`src/rtl/slb_pkg.sv`:
```
// Package: shared defaults and helpers for the spatial locality buffer.
// Assumes every vector passed to first_set is at most 32 bits wide.
package slb_pkg;
    localparam int SLB_ADDR_W  = 16;
    localparam int SLB_DATA_W  = 32;
    localparam int SLB_ENTRIES = 4;
    localparam int SLB_WORDS   = 8;

    // Position of the lowest set bit, zero when the vector is empty.
    function automatic int unsigned first_set(input logic [31:0] v);
        int unsigned r;
        r = 0;
        for (int i = 31; i >= 0; i--) begin
            if (v[i]) r = i;
        end
        return r;
    endfunction
endpackage

```
`src/rtl/slb_match.sv`:
```
// Module: tag comparators, one per entry, producing a hit vector and index.
// Assumes no two valid entries hold the same tag (fills occur only on misses).
module slb_match #(
    parameter int ENTRIES = 4,
    parameter int TAG_W   = 13,
    localparam int IDX_W  = $clog2(ENTRIES)
) (
    input  logic [ENTRIES-1:0] valid_vec,
    input  logic [TAG_W-1:0]   tags [ENTRIES],
    input  logic [TAG_W-1:0]   key,
    output logic [ENTRIES-1:0] hit_vec,
    output logic [IDX_W-1:0]   hit_idx
);
    // One comparator per entry.
    for (genvar g = 0; g < ENTRIES; g++) begin : g_cmp
        assign hit_vec[g] = valid_vec[g] && (tags[g] == key);
    end

    // Encode the matching entry number.
    always_comb begin
        hit_idx = '0;
        for (int i = 0; i < ENTRIES; i++) begin
            if (hit_vec[i]) hit_idx = IDX_W'(i);
        end
    end
endmodule

```
`src/rtl/slb_lru.sv`:
```
// Module: recency tracker built from per-entry ages that form a permutation.
// Age 0 is the most recent entry and age ENTRIES-1 the replacement victim.
// Assumes at most one touch per cycle.
module slb_lru #(
    parameter int ENTRIES = 4,
    localparam int IDX_W  = $clog2(ENTRIES)
) (
    input  logic             clk,
    input  logic             rst_n,
    input  logic             touch,
    input  logic [IDX_W-1:0] touch_idx,
    output logic [IDX_W-1:0] victim
);
    logic [IDX_W-1:0]   age_q [ENTRIES];
    logic [ENTRIES-1:0] oldest_vec;

    // Age update: the touched entry becomes youngest and younger ones age by one.
    always_ff @(posedge clk) begin
        if (!rst_n) begin
            for (int i = 0; i < ENTRIES; i++) age_q[i] <= IDX_W'(i);
        end else if (touch) begin
            for (int i = 0; i < ENTRIES; i++) begin
                if (IDX_W'(i) == touch_idx)        age_q[i] <= '0;
                else if (age_q[i] < age_q[touch_idx]) age_q[i] <= age_q[i] + 1'b1;
            end
        end
    end

    // Locate the entry holding the oldest age.
    always_comb begin
        victim = '0;
        for (int i = 0; i < ENTRIES; i++) begin
            oldest_vec[i] = (age_q[i] == IDX_W'(ENTRIES - 1));
            if (oldest_vec[i]) victim = IDX_W'(i);
        end
    end

    AST_ONE_OLDEST: assert property (@(posedge clk) disable iff (!rst_n)
        $onehot(oldest_vec));
endmodule

```
`src/rtl/slb_promote.sv`:
```
// Module: promotion sequencer. Latches the victim's referenced-word mask and
// offers the lowest remaining offset each cycle on a valid/ready port.
// Assumes start is raised only while idle and only with a non-empty mask.
module slb_promote #(
    parameter int ENTRIES = 4,
    parameter int WORDS   = 8,
    localparam int IDX_W  = $clog2(ENTRIES),
    localparam int OFF_W  = $clog2(WORDS)
) (
    input  logic             clk,
    input  logic             rst_n,
    input  logic             start,
    input  logic [IDX_W-1:0] start_idx,
    input  logic [WORDS-1:0] start_mask,
    input  logic             out_ready,
    output logic             busy,
    output logic             out_valid,
    output logic [IDX_W-1:0] out_idx,
    output logic [OFF_W-1:0] out_off
);
    logic [WORDS-1:0] mask_q;
    logic [WORDS-1:0] next_mask;
    logic [IDX_W-1:0] idx_q;
    logic             busy_q;

    // Pick the lowest outstanding word and the mask left after it goes.
    always_comb begin
        out_off   = OFF_W'(slb_pkg::first_set(32'(mask_q)));
        next_mask = mask_q;
        next_mask[out_off] = 1'b0;
    end

    // Sequencer state: load on start, drop one word per handshake.
    always_ff @(posedge clk) begin
        if (!rst_n) begin
            busy_q <= 1'b0;
            mask_q <= '0;
            idx_q  <= '0;
        end else if (start) begin
            busy_q <= 1'b1;
            mask_q <= start_mask;
            idx_q  <= start_idx;
        end else if (busy_q && out_ready) begin
            mask_q <= next_mask;
            busy_q <= |next_mask;
        end
    end

    assign busy      = busy_q;
    assign out_valid = busy_q;
    assign out_idx   = idx_q;

    AST_BUSY_HAS_WORK: assert property (@(posedge clk) disable iff (!rst_n)
        busy_q |-> (mask_q != '0));
    AST_HOLD_ON_STALL: assert property (@(posedge clk) disable iff (!rst_n)
        (out_valid && !out_ready) |=> (out_valid && $stable(out_off) && $stable(out_idx)));
    AST_START_WHEN_IDLE: assert property (@(posedge clk) disable iff (!rst_n)
        start |-> !busy_q);
endmodule

```
`src/rtl/spatial_buffer.sv`:
```
// Module: fully associative buffer of long lines with per-word reference marks.
// Lookups answer combinationally; fills take a whole line in one cycle; an
// evicted line's referenced words are promoted one per cycle to the main cache.
// Assumes fills are only offered for lines that are not already resident.
module spatial_buffer #(
    parameter int ADDR_W  = slb_pkg::SLB_ADDR_W,
    parameter int DATA_W  = slb_pkg::SLB_DATA_W,
    parameter int ENTRIES = slb_pkg::SLB_ENTRIES,
    parameter int WORDS   = slb_pkg::SLB_WORDS,
    localparam int OFF_W  = $clog2(WORDS),
    localparam int TAG_W  = ADDR_W - OFF_W,
    localparam int IDX_W  = $clog2(ENTRIES)
) (
    input  logic                    clk,
    input  logic                    rst_n,
    input  logic                    lkp_valid,
    input  logic [ADDR_W-1:0]       lkp_addr,
    output logic                    lkp_hit,
    output logic [DATA_W-1:0]       lkp_data,
    input  logic                    fill_valid,
    output logic                    fill_ready,
    input  logic [TAG_W-1:0]        fill_tag,
    input  logic [WORDS*DATA_W-1:0] fill_line,
    output logic                    promo_valid,
    input  logic                    promo_ready,
    output logic [ADDR_W-1:0]       promo_addr,
    output logic [DATA_W-1:0]       promo_data
);
    logic [TAG_W-1:0]   tag_q  [ENTRIES];
    logic [DATA_W-1:0]  data_q [ENTRIES][WORDS];
    logic [WORDS-1:0]   bits_q [ENTRIES];
    logic [ENTRIES-1:0] valid_q;

    logic [TAG_W-1:0]   lkp_tag;
    logic [OFF_W-1:0]   lkp_off;
    logic [ENTRIES-1:0] hit_vec;
    logic [IDX_W-1:0]   hit_idx;
    logic [ENTRIES-1:0] empty_vec;
    logic               any_empty;
    logic [IDX_W-1:0]   first_empty;
    logic [IDX_W-1:0]   victim;
    logic [IDX_W-1:0]   alloc_idx;
    logic               victim_marked;
    logic               busy;
    logic               fill_fire;
    logic               promo_start;
    logic               touch;
    logic [IDX_W-1:0]   touch_idx;
    logic [IDX_W-1:0]   p_idx;
    logic [OFF_W-1:0]   p_off;

    assign lkp_tag = lkp_addr[ADDR_W-1:OFF_W];
    assign lkp_off = lkp_addr[OFF_W-1:0];

    slb_match #(.ENTRIES(ENTRIES), .TAG_W(TAG_W)) u_match (
        .valid_vec (valid_q),
        .tags      (tag_q),
        .key       (lkp_tag),
        .hit_vec   (hit_vec),
        .hit_idx   (hit_idx)
    );

    // Lookup result: same-cycle hit and word select.
    always_comb begin
        lkp_hit  = lkp_valid && (|hit_vec);
        lkp_data = lkp_hit ? data_q[hit_idx][lkp_off] : '0;
    end

    // Allocation: lowest empty entry first, otherwise the recency victim.
    always_comb begin
        empty_vec     = ~valid_q;
        any_empty     = |empty_vec;
        first_empty   = IDX_W'(slb_pkg::first_set(32'(empty_vec)));
        alloc_idx     = any_empty ? first_empty : victim;
        victim_marked = !any_empty && (|bits_q[victim]);
        fill_ready    = !busy && !victim_marked;
        fill_fire     = fill_valid && fill_ready;
        promo_start   = fill_valid && !busy && victim_marked;
        touch         = fill_fire || lkp_hit;
        touch_idx     = fill_fire ? alloc_idx : hit_idx;
    end

    slb_lru #(.ENTRIES(ENTRIES)) u_lru (
        .clk       (clk),
        .rst_n     (rst_n),
        .touch     (touch),
        .touch_idx (touch_idx),
        .victim    (victim)
    );

    slb_promote #(.ENTRIES(ENTRIES), .WORDS(WORDS)) u_promote (
        .clk        (clk),
        .rst_n      (rst_n),
        .start      (promo_start),
        .start_idx  (victim),
        .start_mask (bits_q[victim]),
        .out_ready  (promo_ready),
        .busy       (busy),
        .out_valid  (promo_valid),
        .out_idx    (p_idx),
        .out_off    (p_off)
    );

    // Promotion payload read from the retired entry, which no fill may touch yet.
    assign promo_addr = {tag_q[p_idx], p_off};
    assign promo_data = data_q[p_idx][p_off];

    // Line storage: tag and words written on an accepted fill.
    always_ff @(posedge clk) begin
        for (int i = 0; i < ENTRIES; i++) begin
            if (fill_fire && alloc_idx == IDX_W'(i)) begin
                tag_q[i] <= fill_tag;
                for (int w = 0; w < WORDS; w++) begin
                    data_q[i][w] <= fill_line[w*DATA_W +: DATA_W];
                end
            end
        end
    end

    // Entry state: valid flags and reference marks.
    always_ff @(posedge clk) begin
        if (!rst_n) begin
            valid_q <= '0;
            for (int i = 0; i < ENTRIES; i++) bits_q[i] <= '0;
        end else begin
            for (int i = 0; i < ENTRIES; i++) begin
                if (fill_fire && alloc_idx == IDX_W'(i)) begin
                    valid_q[i] <= 1'b1;
                    bits_q[i]  <= '0;
                end else if (promo_start && victim == IDX_W'(i)) begin
                    valid_q[i] <= 1'b0;
                end else if (lkp_valid && hit_vec[i]) begin
                    bits_q[i][lkp_off] <= 1'b1;
                end
            end
        end
    end

    AST_HIT_UNIQUE: assert property (@(posedge clk) disable iff (!rst_n)
        $onehot0(hit_vec));
    AST_MARKS_CLEARED: assert property (@(posedge clk) disable iff (!rst_n)
        fill_fire |=> (bits_q[$past(alloc_idx)] == '0));
    AST_NO_FILL_DURING_PROMO: assert property (@(posedge clk) disable iff (!rst_n)
        promo_valid |-> !fill_ready);
    AST_DISCARD_SILENT: assert property (@(posedge clk) disable iff (!rst_n)
        (fill_fire && !any_empty) |=> !promo_valid);
    AST_RETIRED_NO_HIT: assert property (@(posedge clk) disable iff (!rst_n)
        promo_start |=> !valid_q[$past(victim)]);
endmodule

```
`config.mk`:
```
export PLATFORM = sky130hd
export DESIGN_NAME = spatial_buffer
export DESIGN_NICKNAME = d
export VERILOG_FILES = /design/src/rtl/slb_pkg.sv /design/src/rtl/slb_match.sv /design/src/rtl/slb_lru.sv /design/src/rtl/slb_promote.sv /design/src/rtl/spatial_buffer.sv
export SDC_FILE = /design/constraint.sdc
export NUM_CORES = 2
export LEC_CHECK = 0
export BUFFER_PORTS_ARGS = -buffer_cell sky130_fd_sc_hd__buf_2
export CAP_MARGIN = 20
export CORE_MARGIN = 2
export CORE_UTILIZATION = 48
export CTS_CLUSTER_DIAMETER = 40
export CTS_CLUSTER_SIZE = 30
export DETAILED_ROUTE_END_ITERATION = 10
export GPL_ROUTABILITY_DRIVEN = 0
export PLACE_DENSITY = 0.74
export SLEW_MARGIN = 25
export SYNTH_ARGS = -nofsm -noshare
export SYNTH_HDL_FRONTEND = slang
export SYNTH_SLANG_ARGS = --single-unit
```
`constraint.sdc`:
```
create_clock -name clk -period 37.6 [get_ports clk]
set_input_delay 7.52 -clock clk [delete_from_list [all_inputs] [get_ports clk]]
set_output_delay 7.52 -clock clk [all_outputs]
set_load 0.02 [all_outputs]
```
==> out/results.txt <==
Clock Latency Late Sink: 0.76 ns
CP arrival: 12.62 ns
first-pass GRT wire length: 243 mm
Die Span X: 338 microns
Peak supply drop: 0.0000378 V
WP buf/inv: 4
Util after Layout: 55.8%
post-CTS resize count: 0
delay of the slowest cell on the worst path: 0.84 ns
drt pass-1 iters: 6
# hold bufs at CTS: 0
vias in the first global route: 35,900
CP delay by family, top: compound AO/OA/AOI/OAI gates
Worst Setup Start Kind: input pin
CTS tree: built
Reg-to-Reg End: data_q[2][230]
critical hold path startpoint: u_promote.mask_q[7]
Slowest-stage cell, CP: a2111oi_0
fin crit share: 53.6%
data required time at the worst endpoint: 30.08 ns
Post-synth EDFFs: 1,116
clock sink total: 1,133
Worst-Margin Slew: 1.12 ns
Die Y: 338 microns
most used cell, CP: buf_2
slew margin rel.: 24.9%
most common cell after layout, fill and taps aside: edfxtp_1
critical path cell sequence: buf_2 > xnor2_1 > nand4_1 > nor4_4 > buf_4 > buf_12 > mux2i_1 > a211oi_1 > a21oi_1 > a32oi_1 > o2111ai_1 > a2111oi_0 > buf_2
commonest non-fill, non-tap cells in the layout: 1,116 x edfxtp_1, 372 x buf_2, 347 x mux2i_1
remaining routing DRC violations: 0
# placed instances: 5,223
post-route ant nets: 0
area grow syn2layout: 15.2%
Crit Path Category: input pin to output port
Fin. Hold Viols: 0
top_reg_cell synth: edfxtp_1
max-cap violation count: 0
Synth Instances: 3,595
Detailed Place HPWL: 109 mm
Synth Register Bits: 1,133
Die ar.: 114,000 sq um
average routed wire per standard cell: 30.9 microns
share of layout cells above drive strength 1: 24.9%
initial DRC count: 4,679
hold_ws: 0.556 ns
Power Dens Cells: 48.9 nW/um^2
minimum clock period: 20.14 ns
Total Routing Usage GR: 29.1%
R2R cell count: 8
FF-to-FF setup slack: 32.00 ns
CP endpoint kind: output port
Async SR Flop Fraction: 0%
RSZ-0062 raised after global routing: no
gr ovfl total: 0
Clock transition at path regs: 0.05 ns
worst setup path endpoint: lkp_data[7]
Placed Area: 56,800 sq um
NumNets Final: 4,171
Core Rows: 122
sequential share of the synthesized area: 63.1%
syn nets: 3,889
initial antenna violation count: 95
Worst path depth: 13
clock tree buffer depth: 3
Fill cells: 8,532
crit path launch: lkp_addr[5]
H-tree levels: 4
Non-Filler Instances: 5,528
Syn Area/Cell: 14.9 sq um
initial core utilization: 48.4%
final setup TNS: 0 ns
Final Cell Area: 61,700 sq um
Yosys cell types: 76
root buf cell: clkbuf_16
leak pwr: 0.0198 uW
Setup Buffers After CTS: 0
Via density: 6.65
Slew Limit Fails: 0
Vias: 36,700
final number of setup-violating endpoints: 0
total CTS buffers: 140
status: completed
IO buf count: 372
IO Pins: 373
Reg-to-Reg Start: u_lru.age_q[3][1]
Hold/Removal Path Class: register to register
yosys warns: 0
core area: 111,000 sq um
DRT Wirelength: 171 mm
area of the mapped netlist: 53,600 sq um
Max Clock Skew: 0.0302 ns
largest net degree at the start of global routing: 128
Max Fclk: 49.7 MHz
critical-path maximum fanout: 92
synth_stat cells, types with 8 or more instances:
| master | instances | area share [%] |
|---|---|---|
| edfxtp_1 | 1116 | 63 |
| mux2i_1 | 347 | 6.5 |
| nand2_1 | 327 | 2.3 |
| mux4_2 | 269 | 11 |
| a211oi_1 | 219 | 3.1 |
| nor2_1 | 215 | 1.5 |
| clkbuf_1 | 194 | 1.4 |
| a21oi_1 | 151 | 1.4 |
| o21ai_0 | 127 | 1.2 |
| o211ai_1 | 66 | 0.92 |
| o21ai_1 | 60 | 0.56 |
| buf_1 | 46 | 0.32 |
| xnor2_1 | 45 | 0.74 |
| a32oi_1 | 43 | 0.70 |
| buf_2 | 36 | 0.34 |
| o22ai_1 | 31 | 0.36 |
| nand4_1 | 29 | 0.34 |
| buf_4 | 25 | 0.35 |
| o2111ai_1 | 22 | 0.36 |
| nor4_1 | 20 | 0.23 |
| dfxtp_1 | 17 | 0.63 |
| o221ai_1 | 14 | 0.23 |
| nor3_1 | 13 | 0.12 |
| a2111oi_0 | 11 | 0.18 |
| a2111oi_1 | 11 | 0.21 |
| a311o_1 | 10 | 0.19 |
| inv_1 | 10 | 0.070 |
| a22oi_1 | 9 | 0.13 |
| a32o_1 | 9 | 0.17 |
| xnor2_2 | 8 | 0.24 |
state kept, by name (all words and copies together) (netlist names), named ones only:
name               flops
u_promote.out_idx      2
data_q              1024
u_lru.age_q            8
valid_q                4
bits_q                32
u_promote.busy         1
tag_q                 52
u_promote.mask_q       8
logic make-up (layout without fill, tap and decap cells):
group	after synthesis	in the layout	share of synthesized area (%)
DFF	1133	1133	63.1
AOI/OAI and AO/OA	815	815	10.2
and+or+nand+nor	655	655	5.20
muxes	618	618	17.8
buffers and inverters	313	711	2.48
xor gates and xnor gates	53	53	0.978
adders and majority gates	8	8	0.173
other	0	47	0
final cells by class:
type / instances / area [sq um] / share of cell area (%)
timing repair buffer: 443 / 2490 / 4.03
inverter: 10 / 45.0 / 0.0729
clock inverter: 100 / 1230 / 2.00
antenna: 47 / 118 / 0.190
multi-input combinational: 2149 / 18500 / 30.0
sequential: 1133 / 33900 / 54.8
tap: 1488 / 1860 / 3.02
clock buffer: 158 / 3610 / 5.85
power by group:
group	total, uW	switching (uW)	leakage (uW)	internal, uW
registers	1460	20.3	0.0104	1440
clock network	1390	560	0.00233	828
logic	172	107	0.00702	65.3
worst min path at each step:
stage	endpoint	slack (ns)	depth (start not counted)
finish	u_promote.mask_q[7]	0.56	2
detailed placement	u_promote.mask_q[7]	0.53	2
global route	u_promote.mask_q[7]	0.56	2
CTS	u_promote.mask_q[7]	0.54	2
global placement	u_promote.mask_q[7]	0.53	2
floorplan	valid_q[3]	0.49	2
stage by stage:
step                total power (uW)  setup slack, ns
floorplan                       1600             7.26
global placement                1650            17.41
detailed placement              1650            17.40
CTS                             3030            17.40
global route                    3100            17.36
finish                          3020            17.46
metal layers:
| metal | share of wire [%] | global-route usage [%] | wire [microns] | up-vias |
|---|---|---|---|---|
| met5 | 0.17 | 0 | 290 | - |
| li1 | - | - | - | 15200 |
| met1 | 33 | 34.3 | 55700 | 18400 |
| met4 | 6.4 | 17.0 | 11000 | 46 |
| met2 | 49 | 48.1 | 83800 | 2494 |
| met3 | 12 | 7.86 | 20100 | 569 |
tightest hold or removal path, cell delays in order (launching register included):
cell and delay (ns):
dfxtp_1 0.34, o21ai_0 0.09, a211oi_1 0.07
(Power assumes the default switching activity.)
